### src/rtl/clkloss_pkg.sv
package clkloss_pkg;
    // Default number of oscillator cycles without a reference edge before loss
    localparam int unsigned DEF_THRESH = 64;
    // Default synchronizer depth (flops in series)
    localparam int unsigned DEF_SYNC_STAGES = 2;

    // Width of a counter that must hold values 0..limit
    function automatic int unsigned cnt_width(input int unsigned limit);
        int unsigned w;
        w = 1;
        while ((1 << w) <= limit) w++;
        return w;
    endfunction
endpackage

### src/rtl/clkloss_sync_edge.sv
module clkloss_sync_edge #(
    parameter int unsigned STAGES = clkloss_pkg::DEF_SYNC_STAGES
) (
    input  logic clk_i,
    input  logic rst_n,
    input  logic async_i,
    output logic rise_o
);
    typedef struct packed {
        logic [STAGES-1:0] sync;
        logic              prev;
    } state_t;

    state_t st_d, st_q;

    generate
        if (STAGES < 2) begin : g_bad_depth
            initial $error("clkloss_sync_edge: STAGES must be at least 2");
        end
    endgenerate

    always_comb begin
        st_d      = st_q;
        st_d.sync = {st_q.sync[STAGES-2:0], async_i};
        st_d.prev = st_q.sync[STAGES-1];
    end

    always_ff @(posedge clk_i or negedge rst_n) begin
        if (!rst_n) begin
            st_q <= '0;
        end else begin
            st_q <= st_d;
        end
    end

    assign rise_o = st_q.sync[STAGES-1] & ~st_q.prev;
endmodule

### src/rtl/clkloss_counter.sv
module clkloss_counter #(
    parameter int unsigned THRESH = clkloss_pkg::DEF_THRESH,
    localparam int unsigned CNT_W = clkloss_pkg::cnt_width(THRESH)
) (
    input  logic             clk_i,
    input  logic             rst_n,
    input  logic             active_i,
    input  logic             restart_i,
    output logic [CNT_W-1:0] cnt_o,
    output logic             sat_next_o
);
    localparam logic [CNT_W-1:0] LIMIT = CNT_W'(THRESH);

    typedef struct packed {
        logic [CNT_W-1:0] cnt;
    } state_t;

    state_t st_d, st_q;

    always_comb begin
        st_d = st_q;
        if (!active_i || restart_i) begin
            st_d.cnt = '0;
        end else if (st_q.cnt < LIMIT) begin
            st_d.cnt = st_q.cnt + 1'b1;
        end
    end

    always_ff @(posedge clk_i or negedge rst_n) begin
        if (!rst_n) begin
            st_q <= '0;
        end else begin
            st_q <= st_d;
        end
    end

    assign cnt_o      = st_q.cnt;
    assign sat_next_o = (st_d.cnt == LIMIT);
endmodule

### src/rtl/clkloss_monitor.sv
module clkloss_monitor #(
    parameter int unsigned THRESH      = clkloss_pkg::DEF_THRESH,
    parameter int unsigned SYNC_STAGES = clkloss_pkg::DEF_SYNC_STAGES
) (
    input  logic osc_clk,
    input  logic rst_n,
    input  logic ref_div_i,
    input  logic ref_raw_i,
    input  logic scan_en_i,
    input  logic det_en_i,
    output logic loss_o
);
    localparam int unsigned CNT_W = clkloss_pkg::cnt_width(THRESH);

    logic             div_rise;
    logic             raw_rise;
    logic             active;
    logic             restart;
    logic [CNT_W-1:0] cnt;
    logic             sat_next;

    typedef struct packed {
        logic loss;
    } state_t;

    state_t st_d, st_q;

    clkloss_sync_edge #(.STAGES(SYNC_STAGES)) u_div_edge (
        .clk_i   (osc_clk),
        .rst_n   (rst_n),
        .async_i (ref_div_i),
        .rise_o  (div_rise)
    );

    clkloss_sync_edge #(.STAGES(SYNC_STAGES)) u_raw_edge (
        .clk_i   (osc_clk),
        .rst_n   (rst_n),
        .async_i (ref_raw_i),
        .rise_o  (raw_rise)
    );

    assign active  = det_en_i & ~scan_en_i;
    assign restart = div_rise | raw_rise;

    clkloss_counter #(.THRESH(THRESH)) u_cnt (
        .clk_i      (osc_clk),
        .rst_n      (rst_n),
        .active_i   (active),
        .restart_i  (restart),
        .cnt_o      (cnt),
        .sat_next_o (sat_next)
    );

    always_comb begin
        st_d      = st_q;
        st_d.loss = active & ~restart & sat_next;
    end

    always_ff @(posedge osc_clk or negedge rst_n) begin
        if (!rst_n) begin
            st_q <= '0;
        end else begin
            st_q <= st_d;
        end
    end

    assign loss_o = st_q.loss;
endmodule

### config.mk
export PLATFORM = sky130hd
export DESIGN_NAME = clkloss_monitor
export DESIGN_NICKNAME = d
export VERILOG_FILES = /design/src/rtl/clkloss_pkg.sv /design/src/rtl/clkloss_sync_edge.sv /design/src/rtl/clkloss_counter.sv /design/src/rtl/clkloss_monitor.sv
export SDC_FILE = /design/constraint.sdc
export NUM_CORES = 1
export LEC_CHECK = 0
export ABC_CLOCK_PERIOD_IN_PS = 1900
export BUFFER_PORTS_ARGS = -buffer_cell sky130_fd_sc_hd__buf_2
export CORE_AREA = 2 2 39 41
export CTS_CLUSTER_DIAMETER = 120
export DETAILED_ROUTE_END_ITERATION = 10
export DIE_AREA = 0 0 41 43
export GPL_ROUTABILITY_DRIVEN = 0
export MAX_ROUTING_LAYER = met4
export SLEW_MARGIN = 0
export SYNTH_ARGS = -nofsm -noshare
export SYNTH_HDL_FRONTEND = slang
export SYNTH_SLANG_ARGS = --single-unit
### constraint.sdc
create_clock -name osc_clk -period 1.9 [get_ports osc_clk]
set_clock_uncertainty 0.1 [all_clocks]
set_input_delay 0.19 -clock osc_clk [delete_from_list [all_inputs] [get_ports osc_clk]]
set_output_delay 0.19 -clock osc_clk [all_outputs]
set_load 0.05 [all_outputs]
Word-level counts from Yosys, hierarchy flattened
Index checks and enable logic that the tools add are counted.
- $add $sub $neg: 1
- $lt $le $gt $ge: 1
- equality and inequality tests: 1
- muxes and demuxes: 2
- bitwise logic cells: 10
- reductions and logical operators: 2
- operators with widths (operator ; number):
    $mux W7 ; 2
    $add A7 B1 Y7 const B ; 1
    $eq A7 B7 Y1 const B ; 1
    $lt A7 B7 Y1 const B ; 1
    $and A1 B1 Y1 ; 5
    $not A1 Y1 ; 4
    $logic_not A1 Y1 ; 1
    $logic_or A1 B1 Y1 ; 1
    $or A1 B1 Y1 ; 1
- bits in registers: 14
- input bits: 6
- output and inout port bits: 1
- logic and storage cells: 23

Depth between registers and ports, before layout
Gate-level depths: netlist of run 1.
- depth in word-level cells: 7
- depth in mapped cells: 5
- gate-level depth less buffers: 5

Modules after synthesis
A second synthesis of run 1 with hierarchy kept.
- cells, all modules: 50
- area, all modules: 631.9 sq um
- by module, submodules not included (module ; times used ; cells an instance ; area each (sq um)):
    clkloss_counter ; 1 ; 37 ; 401.6
    clkloss_sync_edge ; 2 ; 4 ; 88.8
    clkloss_monitor ; 1 ; 5 ; 52.6

Worst setup path after synthesis of run 1
No wires, ideal clock.
- path type: register to register
- from: register u_cnt.st_q, in the netlist u_cnt.cnt_o[0]
- to: register st_q, in the netlist loss_o
- setup time: 0.068 ns
- data arrival time: 1.397 ns
- required time: 1.732 ns
- slack: 0.335 ns
- stages on the path, launching flop included: 6
- clock period less this slack: 1.565 ns
- cell sequence: dfrtp_1 ha_1 nor3b_1 nand3_1 a211oi_2 and4b_1
- cells in the longest elaborated chain, start to end: 5
- RTL lines (what ; line ; RTL):
    start: declaration ; clkloss_counter.sv:18 ; state_t st_d, st_q;
    start signal: assignment ; clkloss_counter.sv:33 ; st_q <= st_d;
    $add A7 B1 Y7 or $lt A7 B7 Y1 (tied branches) ; clkloss_counter.sv:25, clkloss_counter.sv:24 ;
    $mux W7 (*) ; clkloss_counter.sv:24 ; end else if (st_q.cnt < LIMIT) begin
    $mux W7 (*) ; clkloss_counter.sv:22 ; if (!active_i || restart_i) begin
    $eq A7 B7 Y1 (*) ; clkloss_counter.sv:38 ; assign sat_next_o = (st_d.cnt == LIMIT);
    $and A1 B1 Y1 (*) ; clkloss_monitor.sv:56 ; st_d.loss = active & ~restart & sat_next;
    net st_d ; clkloss_monitor.sv:26 ; state_t st_d, st_q;
    end signal: assignment ; clkloss_monitor.sv:63 ; st_q <= st_d;
    end: declaration ; clkloss_monitor.sv:26 ;
Mark *: on every way through the listed nets, which the timed path passes. The rest lies on a longest branch.

Worst setup path in the final report of run 1
Ends and elaborated chain as after synthesis.

==> results of run 1 <==
[worst paths after layout]
| kind | cells after the start | start | slack [ns] | endpoint |
|---|---|---|---|---|
| max | 5 | u_cnt.cnt_o[0] | 0.17 | loss_o |
| min | 3 | scan_en_i | 0.15 | u_cnt.cnt_o[1] |
| max reg2reg | 5 | u_cnt.cnt_o[0] | 0.17 | loss_o |
| min reg2reg | 0 | u_raw_edge.st_d[2] | 0.26 | u_raw_edge.st_d[0] |
| max in group asynchronous | 2 | rst_n | 1.23 | u_cnt.cnt_o[2] |
| min in group asynchronous | 2 | rst_n | 0.23 | u_div_edge.st_d[2] |
[logic make-up (layout without fill, tap and decap cells)]
group                      Yosys count  in the layout  share of synthesized area
AOI/OAI and AO/OA                    3              3                    0.04367
muxes                                1              1                    0.01663
and+or+nand+nor                     21             21                     0.2453
buffers and inverters                1             13                    0.01871
adders and majority gates            1              1                    0.02079
DFF                                 14             14                     0.5821
xor gates and xnor gates             5              5                    0.07278
[repair_timing]
item | 4_1_cts | 5_1_grt
resized for setup | 0 | 0
endpoints found under the hold margin | 16 | 0
hold buffers | 3 | 0
[area by class of cell]
class	count	area share
flip-flops and latches	14	0.4956
multi-input cells	31	0.3398
repair buffers	9	0.08496
clock buffers	4	0.05133
well taps	16	0.02832
[Yosys cell counts, types with 2 or more instances]
master,number,share of area
nand2b_1,2,0.021
nor2_1,8,0.050
dfrtp_1,14,0.58
xnor2_1,2,0.029
nor3b_1,2,0.025
nand4b_1,2,0.029
xor2_1,3,0.044
[metrics by stage]
stage / power [mW] / cells / utilization / hold WS [ns] / setup WS, ns
5_1_grt: 0.5811 / 74 / 0.5109 / 0.1651 / 0.02607
3_3_place_gp: 0.3411 / 67 / 0.4629 / -0.001744 / 0.1940
6_report: 0.5488 / 74 / 0.5109 / 0.1514 / 0.1701
4_1_cts: 0.5557 / 74 / 0.5109 / 0.1554 / 0.1658
3_5_place_dp: 0.3424 / 67 / 0.4629 / -0.002192 / 0.1924
2_1_floorplan: 0.3276 / 46 / - / -0.2056 / 0.3347
[power by group through the flow]
stage               sequential, mW  clock, mW  combinational (mW)
finish                       0.309      0.209              0.0305
global route                 0.311      0.235              0.0354
CTS                          0.310      0.215              0.0316
detailed placement           0.316          0              0.0268
global placement             0.315          0              0.0262
floorplan                    0.314          0              0.0132
[tightest hold or removal path, delay by kind of cell]
kind,cells,cell delay (ns)
simple gates,2,0.23
buf+inv,1,0.07
[sequential cells by signal (all words and copies together), names as in the netlist]
signal,flops
u_cnt.cnt_o,7
u_div_edge.st_d,2
u_raw_edge.st_d,2
loss_o,1
u_div_edge.st_q,1
u_raw_edge.st_q,1
[metal layers]
layer | wire length (um) | track usage
met4 | 29 | 0.1000
met1 | 484 | 0.2249
met3 | 28 | 0.04712
met5 | 0 | -
met2 | 447 | 0.2063
==> results.toml, run 1 <==
[timing]
setup-tns-final_ns = 0
setup_viol = 0
hold_viol = 0
rsz0062_at_grt = "false"
slew_headroom = 0.7928
slew_violations = 0
fin_crit_sh = 0.9105
worstMarginPinSlew_ns = 0.3108
fin_crit_ns = 1.730
fmax_mhz = 578.1

[detailed_routing]
dr.pass1.iters = 2
vias_per_cell = 4.986
wl_um = 989
dr_total_vias = 369
drtIter0Drc = 2
ant_nets = 0
post-route-drc-count = 0
wire_per_inst_um = 13.36

[layout]
multi_input_area_sq_um = 240.2
drive_above_1_share = 0.2414
seq_area_sq_um = 350.3
design_area_sq_um = 706.9
nets = 66
layout_common_cells = "dfrtp_1 (14), nor2_1 (8), buf_2 (6)"
syn2layout_area_growth_pct = 17.46
nFillCells = 131
final_common_cell = "dfrtp_1"
diodes = 0

[min_path]
hold_path.class = "input port to register"

[die]
pin_count = 7
fp.dieW_um = 41
core-area_sq_um = 1384
die_y_um = 43
initial_core_util = 0.4349
die_area_sq_um = 1763
rows = 14

[power]
pwr-share-comb = 0.056
sw_frac_of_total = 0.2040
p_sw_mw = 0.1120
seqPwrFrac = 0.564
intPower_mw = 0.4368
power.leakage_nw = 0.3216
vdd_drop_max_v = 0.0005277
powerDensity_nw_per_um2 = 776.3
clkPwrFrac = 0.380

[synthesis]
synth-edff-count = 0
synth-seq-area-share = 0.5821
synth_ff_type = "dfrtp_1"
yosysWarningCount = 0
ys_async_sr_fraction = 1.000
post_synth.cell_area_avg_sq_um = 13.08
ys_seq_elements = 14
synth_cell_types = 20
syn_nets = 53
syn_area_sq_um = 601.8
postSynthCellCount = 46

[global_route]
grt_antenna_before_repair = 0
grt_use_total = 0.1632
grt_start_max_net_pins = 15
grt_pass1_vias = 374
grt_pass1_wl_mm = 1.759
grt_overflow_total = 0

[worst_setup_path]
cp.arrival_ns = 1.84
path_class = "register to register"
crit_fanout = 6
max_stage_delay_ns = 0.44
start_kind = "register"
worstPathCellList = "ha_1 > nor3b_1 > nand3_1 > a211oi_2 > and4b_1"
worst_ep_required_time_ns = 2.01
cpLargestDelayFamily = "simple AND/OR/NAND/NOR gates"
critPathSlowestCell = "dfrtp_1"
crit_path_end_kind = "register"
cp.buffers_inverters = 0

[cts]
root_buffer = "clkbuf_4"
clkTransAtPathRegs_ns = 0.09
cts_tree = "done"
h-tree-depth = 1
post_cts_buffers = 0
cts.path.max_buffers = 2
clk_latency_ns = 0.28
cts_made_buffers = 3
cts.sinks = 14

[placement]
dp.final_hpwl_um = 688.9
dpl_cell_area_sq_um = 640.6
io_buffers = 6

[status]
status = "completed"

[run]
max_cap_violations = 0
Note: power is estimated with default switching activity, not from simulation.
==> run 2, diff against run 1 <==
Settings changed: ABC_CLOCK_PERIOD_IN_PS 1900 to 1400, PLACE_DENSITY set to 0.67.
Clock period 1.9 ns to 1.4 ns, I/O delays scaled along.
==> results.toml, run 2 (synthesis results as in run 1) <==
[min_path]
min_to = "u_cnt.cnt_o[2]"
holdPathStages = 3
hold_path.class = "input port to register"
hp-start = "scan_en_i"

[cts]
cts.sinks = 14
h-tree-depth = 1
root_buffer = "clkbuf_4"
cts_tree = "done"
cts_made_buffers = 3
clkTransAtPathRegs_ns = 0.09
cts.path.max_buffers = 2
clk_latency_ns = 0.28
post_cts_buffers = 0

[global_route]
grt_antenna_before_repair = 0
grt_start_max_net_pins = 15
grt_overflow_total = 0
grt_use_total = 0.1460
grt_pass1_vias = 375
grt_pass1_wl_mm = 1.559

[timing]
setup-tns-final_ns = -0.1564
fin_crit_ns = 1.556
setup_viol = 1
fin_crit_sh = 1.112
rsz0062_at_grt = "true"
worst_slack_ns = -0.1564
slew_violations = 0
worstMarginPinSlew_ns = 0.2943
hold_viol = 0
slew_headroom = 0.8038
fmax_mhz = 642.5

[layout]
layout_common_cells = "dfrtp_1 (12), nor2_1 (8), buf_2 (6)"
syn2layout_area_growth_pct = 28.90
drive_above_1_share = 0.3750
largest_reg_flops = 7
diodes = 0
nets = 72
fin_util = 0.5606
final_common_cell = "dfrtp_1"

[placement]
dp.final_hpwl_um = 682.2
io_buffers = 6
dp_slack_ns = -0.1349

[detailed_routing]
vias_per_cell = 4.813
drtIter0Drc = 5
wire_per_inst_um = 12.34
ant_nets = 0
wl_um = 987
dr_total_vias = 385
dr.pass1.iters = 2
post-route-drc-count = 0

[die]
rows = 14
initial_core_util = 0.4349
fp.dieW_um = 41
die_y_um = 43
die_area_sq_um = 1763
core-area_sq_um = 1384
pin_count = 7

[power]
powerDensity_nw_per_um2 = 976.7
power.leakage_nw = 0.3529
vdd_drop_max_v = 0.0005389

[worst_setup_path]
crit_path_end_kind = "register"
path_class = "register to register"
worstPathCellList = "ha_4 > nor4b_2 > o21bai_1 > a211oi_2 > and4b_1"
rr_worst_depth = 5
r2r-end = "loss_o"
start_kind = "register"
max_stage_delay_ns = 0.42
crit_fanout = 3
cp.arrival_ns = 1.67
critPathSlowestCell = "dfrtp_1"
worst_ep_required_time_ns = 1.51
r2r-start = "u_cnt.cnt_o[1]"
r2r_slack_ns = -0.16

[status]
failed_checks = "negative setup slack"
status = "finished, violations left"

[run]
max_cap_violations = 0
==> run 2: changes by cell type in the layout (fill, tap and decap cells not counted) <==
| cell | before | now |
|---|---|---|
| buf_6 | 0 | 1 |
| ha_4 | 0 | 1 |
| dfrtp_2 | 0 | 2 |
| dfrtp_1 | 14 | 12 |
| buf_4 | 0 | 5 |
| nor3b_1 | 2 | 1 |
| nor3b_2 | 0 | 1 |
| ha_1 | 1 | 0 |
==> run 2: through the flow <==
step           hold slack (ns)  instance area (sq um)  total power, mW  cells
2_1_floorplan          -0.2556                  620.6           0.4481     46
3_3_place_gp          -0.05110                  704.4           0.4693     73
3_5_place_dp          -0.05184                  704.4           0.4709     73
4_1_cts                0.09503                  774.5           0.7643     80
5_1_grt                 0.1073                  775.7           0.8005     80
6_report               0.09286                  775.7           0.7577     80
==> run 2: cell type report <==
class,count,area (sq um)
tap,16,20.02
timing repair buffer,15,108.9
clock buffer,4,36.28
fill,116,608.1
multi-input combinational,31,257.7
sequential,14,352.8
==> run 2: critical path, delay by kind of cell (launching register included) <==
| family | cells | cell delay, ns |
|---|---|---|
| adders and majority gates | 1 | 0.26 |
| DFF | 1 | 0.42 |
| and+or+nand+nor | 2 | 0.42 |
| AOI/OAI and AO/OA | 2 | 0.28 |
==> run 2: power breakdown <==
group | internal, mW | switching, mW | leakage [nW] | total, mW
Combinational | 0.0252 | 0.0235 | 0.154 | 0.0486
Clock | 0.158 | 0.131 | 0.0210 | 0.290
Sequential | 0.415 | 0.00472 | 0.178 | 0.419
Total | 0.598 | 0.159 | 0.353 | 0.758
==> run 2: worst max path at each step <==
stage / startpoint / endpoint / slack (ns) / cells after the start
after global routing: u_cnt.cnt_o[1] / loss_o / -0.25 / 5
after global placement: u_cnt.cnt_o[1] / loss_o / -0.09 / 5
after CTS: u_cnt.cnt_o[1] / loss_o / -0.15 / 5
final: u_cnt.cnt_o[1] / loss_o / -0.16 / 5
after floorplan: u_cnt.cnt_o[1] / loss_o / -0.07 / 5
after detailed placement: u_cnt.cnt_o[1] / loss_o / -0.13 / 5
==> run 2: per-layer routing <==
metal,share of wire,vias to the layer above,GRT usage
li1,-,193,-
met3,0.031,4,0.04712
met2,0.47,6,0.1906
met5,0,-,-
met1,0.47,182,0.1753
met4,0.034,0,0.1200
==> run 2: repair_timing <==
| item | 4_1_cts | 5_1_grt |
|---|---|---|
| gates resized for setup | 1 | 1 |
| endpoints found under the hold margin | 16 | 0 |
| pin swaps | 2 | 2 |
| endpoints found under the setup margin | 2 | 3 |
| hold buffers | 3 | 0 |
==> run 3, diff against run 2 <==
Settings changed: CORE_AREA 2 2 39 41 to 3 3 40 42, DIE_AREA 0 0 41 43 to 0 0 43 45.
==> results.toml, run 3 (synthesis results as in run 1) <==
[layout]
nFillCells = 100
diodes = 0
design_area_sq_um = 805.8
finalNonFillerCells = 82
largest_reg_flops = 7
drive_above_1_share = 0.4030
nets = 75
final_common_cell = "dfrtp_1"
layout_common_cells = "dfrtp_1 (12), nor2_1 (8), buf_4 (8)"
fin_util = 0.6271
syn2layout_area_growth_pct = 33.89

[detailed_routing]
post-route-drc-count = 0
wire_per_inst_um = 12.40
wl_mm = 1.017
ant_nets = 0
dr.pass1.iters = 4
vias_per_cell = 4.878
dr_total_vias = 400
drtIter0Drc = 2

[run]
max_cap_violations = 0

[global_route]
grt_busiest_layer = "met2"
grt_pass1_vias = 437
grt_overflow_total = 0
grt_pass1_wl_mm = 1.835
use_met1 = 0.1705
met3_usage = 0.02390
grt_util_met2 = 0.2036
grt_use_total = 0.1390
grt_antenna_before_repair = 0
grt_start_max_net_pins = 15

[cts]
cts_made_buffers = 3
cts_tree = "done"
root_buffer = "clkbuf_4"
post_cts_buffers = 0
cts.sinks = 14
clk_latency_ns = 0.27
h-tree-depth = 1
cts.path.max_buffers = 2
clkTransAtPathRegs_ns = 0.08

[timing]
rsz0062_at_grt = "true"
fin_crit_sh = 1.097
worst_slack_ns = -0.1361
slew_violations = 0
fin_crit_ns = 1.536
setup_viol = 1
slew_headroom = 0.7951
fmax_mhz = 651.0
worstMarginPinSlew_ns = 0.3074
hold_viol = 0

[worst_setup_path]
worst_ep_required_time_ns = 1.51
r2r-start = "u_cnt.cnt_o[1]"
path_class = "register to register"
start_kind = "register"
r2r_slack_ns = -0.14
crit_fanout = 3
crit_path_end_kind = "register"
rr_worst_depth = 5
cp.arrival_ns = 1.65
r2r-end = "loss_o"

[die]
initial_core_util = 0.4684
fp.dieW_um = 43
core-area_sq_um = 1285
pin_count = 7
die_y_um = 45
die_area_sq_um = 1935
rows = 13

[min_path]
holdPathStages = 3
hold_path.class = "input port to register"
min_to = "u_cnt.cnt_o[2]"
hp-start = "scan_en_i"

[placement]
dp.final_hpwl_um = 733.2
dpl.cell_count = 75
dpl_cell_area_sq_um = 725.7
io_buffers = 6

[power]
power.leakage_nw = 0.3684
vdd_drop_max_v = 0.0008892
p_total_mw = 0.7551
powerDensity_nw_per_um2 = 937.2

[status]
failed_checks = "negative setup slack"
status = "finished, violations left"
==> run 3: cell count changes in the layout (fill, tap and decap cells not counted), sizes merged <==
cell,before,now
buf,12,15
==> run 3: power by group <==
| group | leakage (nW) | internal, mW | switching [mW] |
|---|---|---|---|
| Clock | 0.0210 | 0.158 | 0.125 |
| Combinational | 0.169 | 0.0284 | 0.0241 |
| Sequential | 0.178 | 0.415 | 0.00515 |
| Total | 0.368 | 0.601 | 0.154 |
==> run 3: how the worst max path moves through the flow <==
stage / startpoint / to / slack [ns] / cells after the start
2_1_floorplan: u_cnt.cnt_o[1] / loss_o / -0.07 / 5
3_3_place_gp: u_cnt.cnt_o[1] / loss_o / -0.1 / 5
3_5_place_dp: u_cnt.cnt_o[1] / loss_o / -0.14 / 5
4_1_cts: u_cnt.cnt_o[1] / loss_o / -0.14 / 5
5_1_grt: u_cnt.cnt_o[1] / loss_o / -0.20 / 5
6_report: u_cnt.cnt_o[1] / loss_o / -0.14 / 5
==> run 3: what timing repair did <==
action	in CTS	in global routing
resized for setup	0	3
hold buffers	3	0
pin swaps	1	1
hold endpoints to repair	16	0
endpoints found under the setup margin	1	3
==> run 3: critical path, stage by stage, from the launching register on <==
cell	delay (ns)
dfrtp_1	0.42
ha_4	0.27
nor3b_2	0.15
nand3_1	0.10
a211oi_2	0.22
and4b_1	0.21
==> run 3: area by class of cell <==
| class | count | area (sq um) | share of cell area |
|---|---|---|---|
| Timing Repair Buffer | 18 | 131.4 | 0.1630 |
| Sequential cell | 14 | 352.8 | 0.4379 |
| Tap cell | 15 | 18.77 | 0.02329 |
| Multi-Input combinational cell | 31 | 266.5 | 0.3307 |
| Clock buffer | 4 | 36.28 | 0.04503 |
==> run 3: per-layer routing <==
layer  vias to the layer above  part of all wire  wire length [um]
met5                         -                 0                 0
met4                         0             0.032                33
met3                         4             0.030                31
met2                         5              0.45               457
met1                       189              0.49               495
li1                        202                 -                 -
==> run 3: stage by stage <==
| step | setup WS [ns] | hold WS (ns) | TNS, ns |
|---|---|---|---|
| 2_1_floorplan | -0.07393 | -0.2556 | -0.07393 |
| 3_3_place_gp | -0.09508 | -0.05302 | -0.09508 |
| 3_5_place_dp | -0.1388 | -0.04631 | -0.1388 |
| 4_1_cts | -0.1407 | 0.07685 | -0.1407 |
| 5_1_grt | -0.1975 | 0.1107 | -0.2576 |
| 6_report | -0.1361 | 0.08044 | -0.1361 |
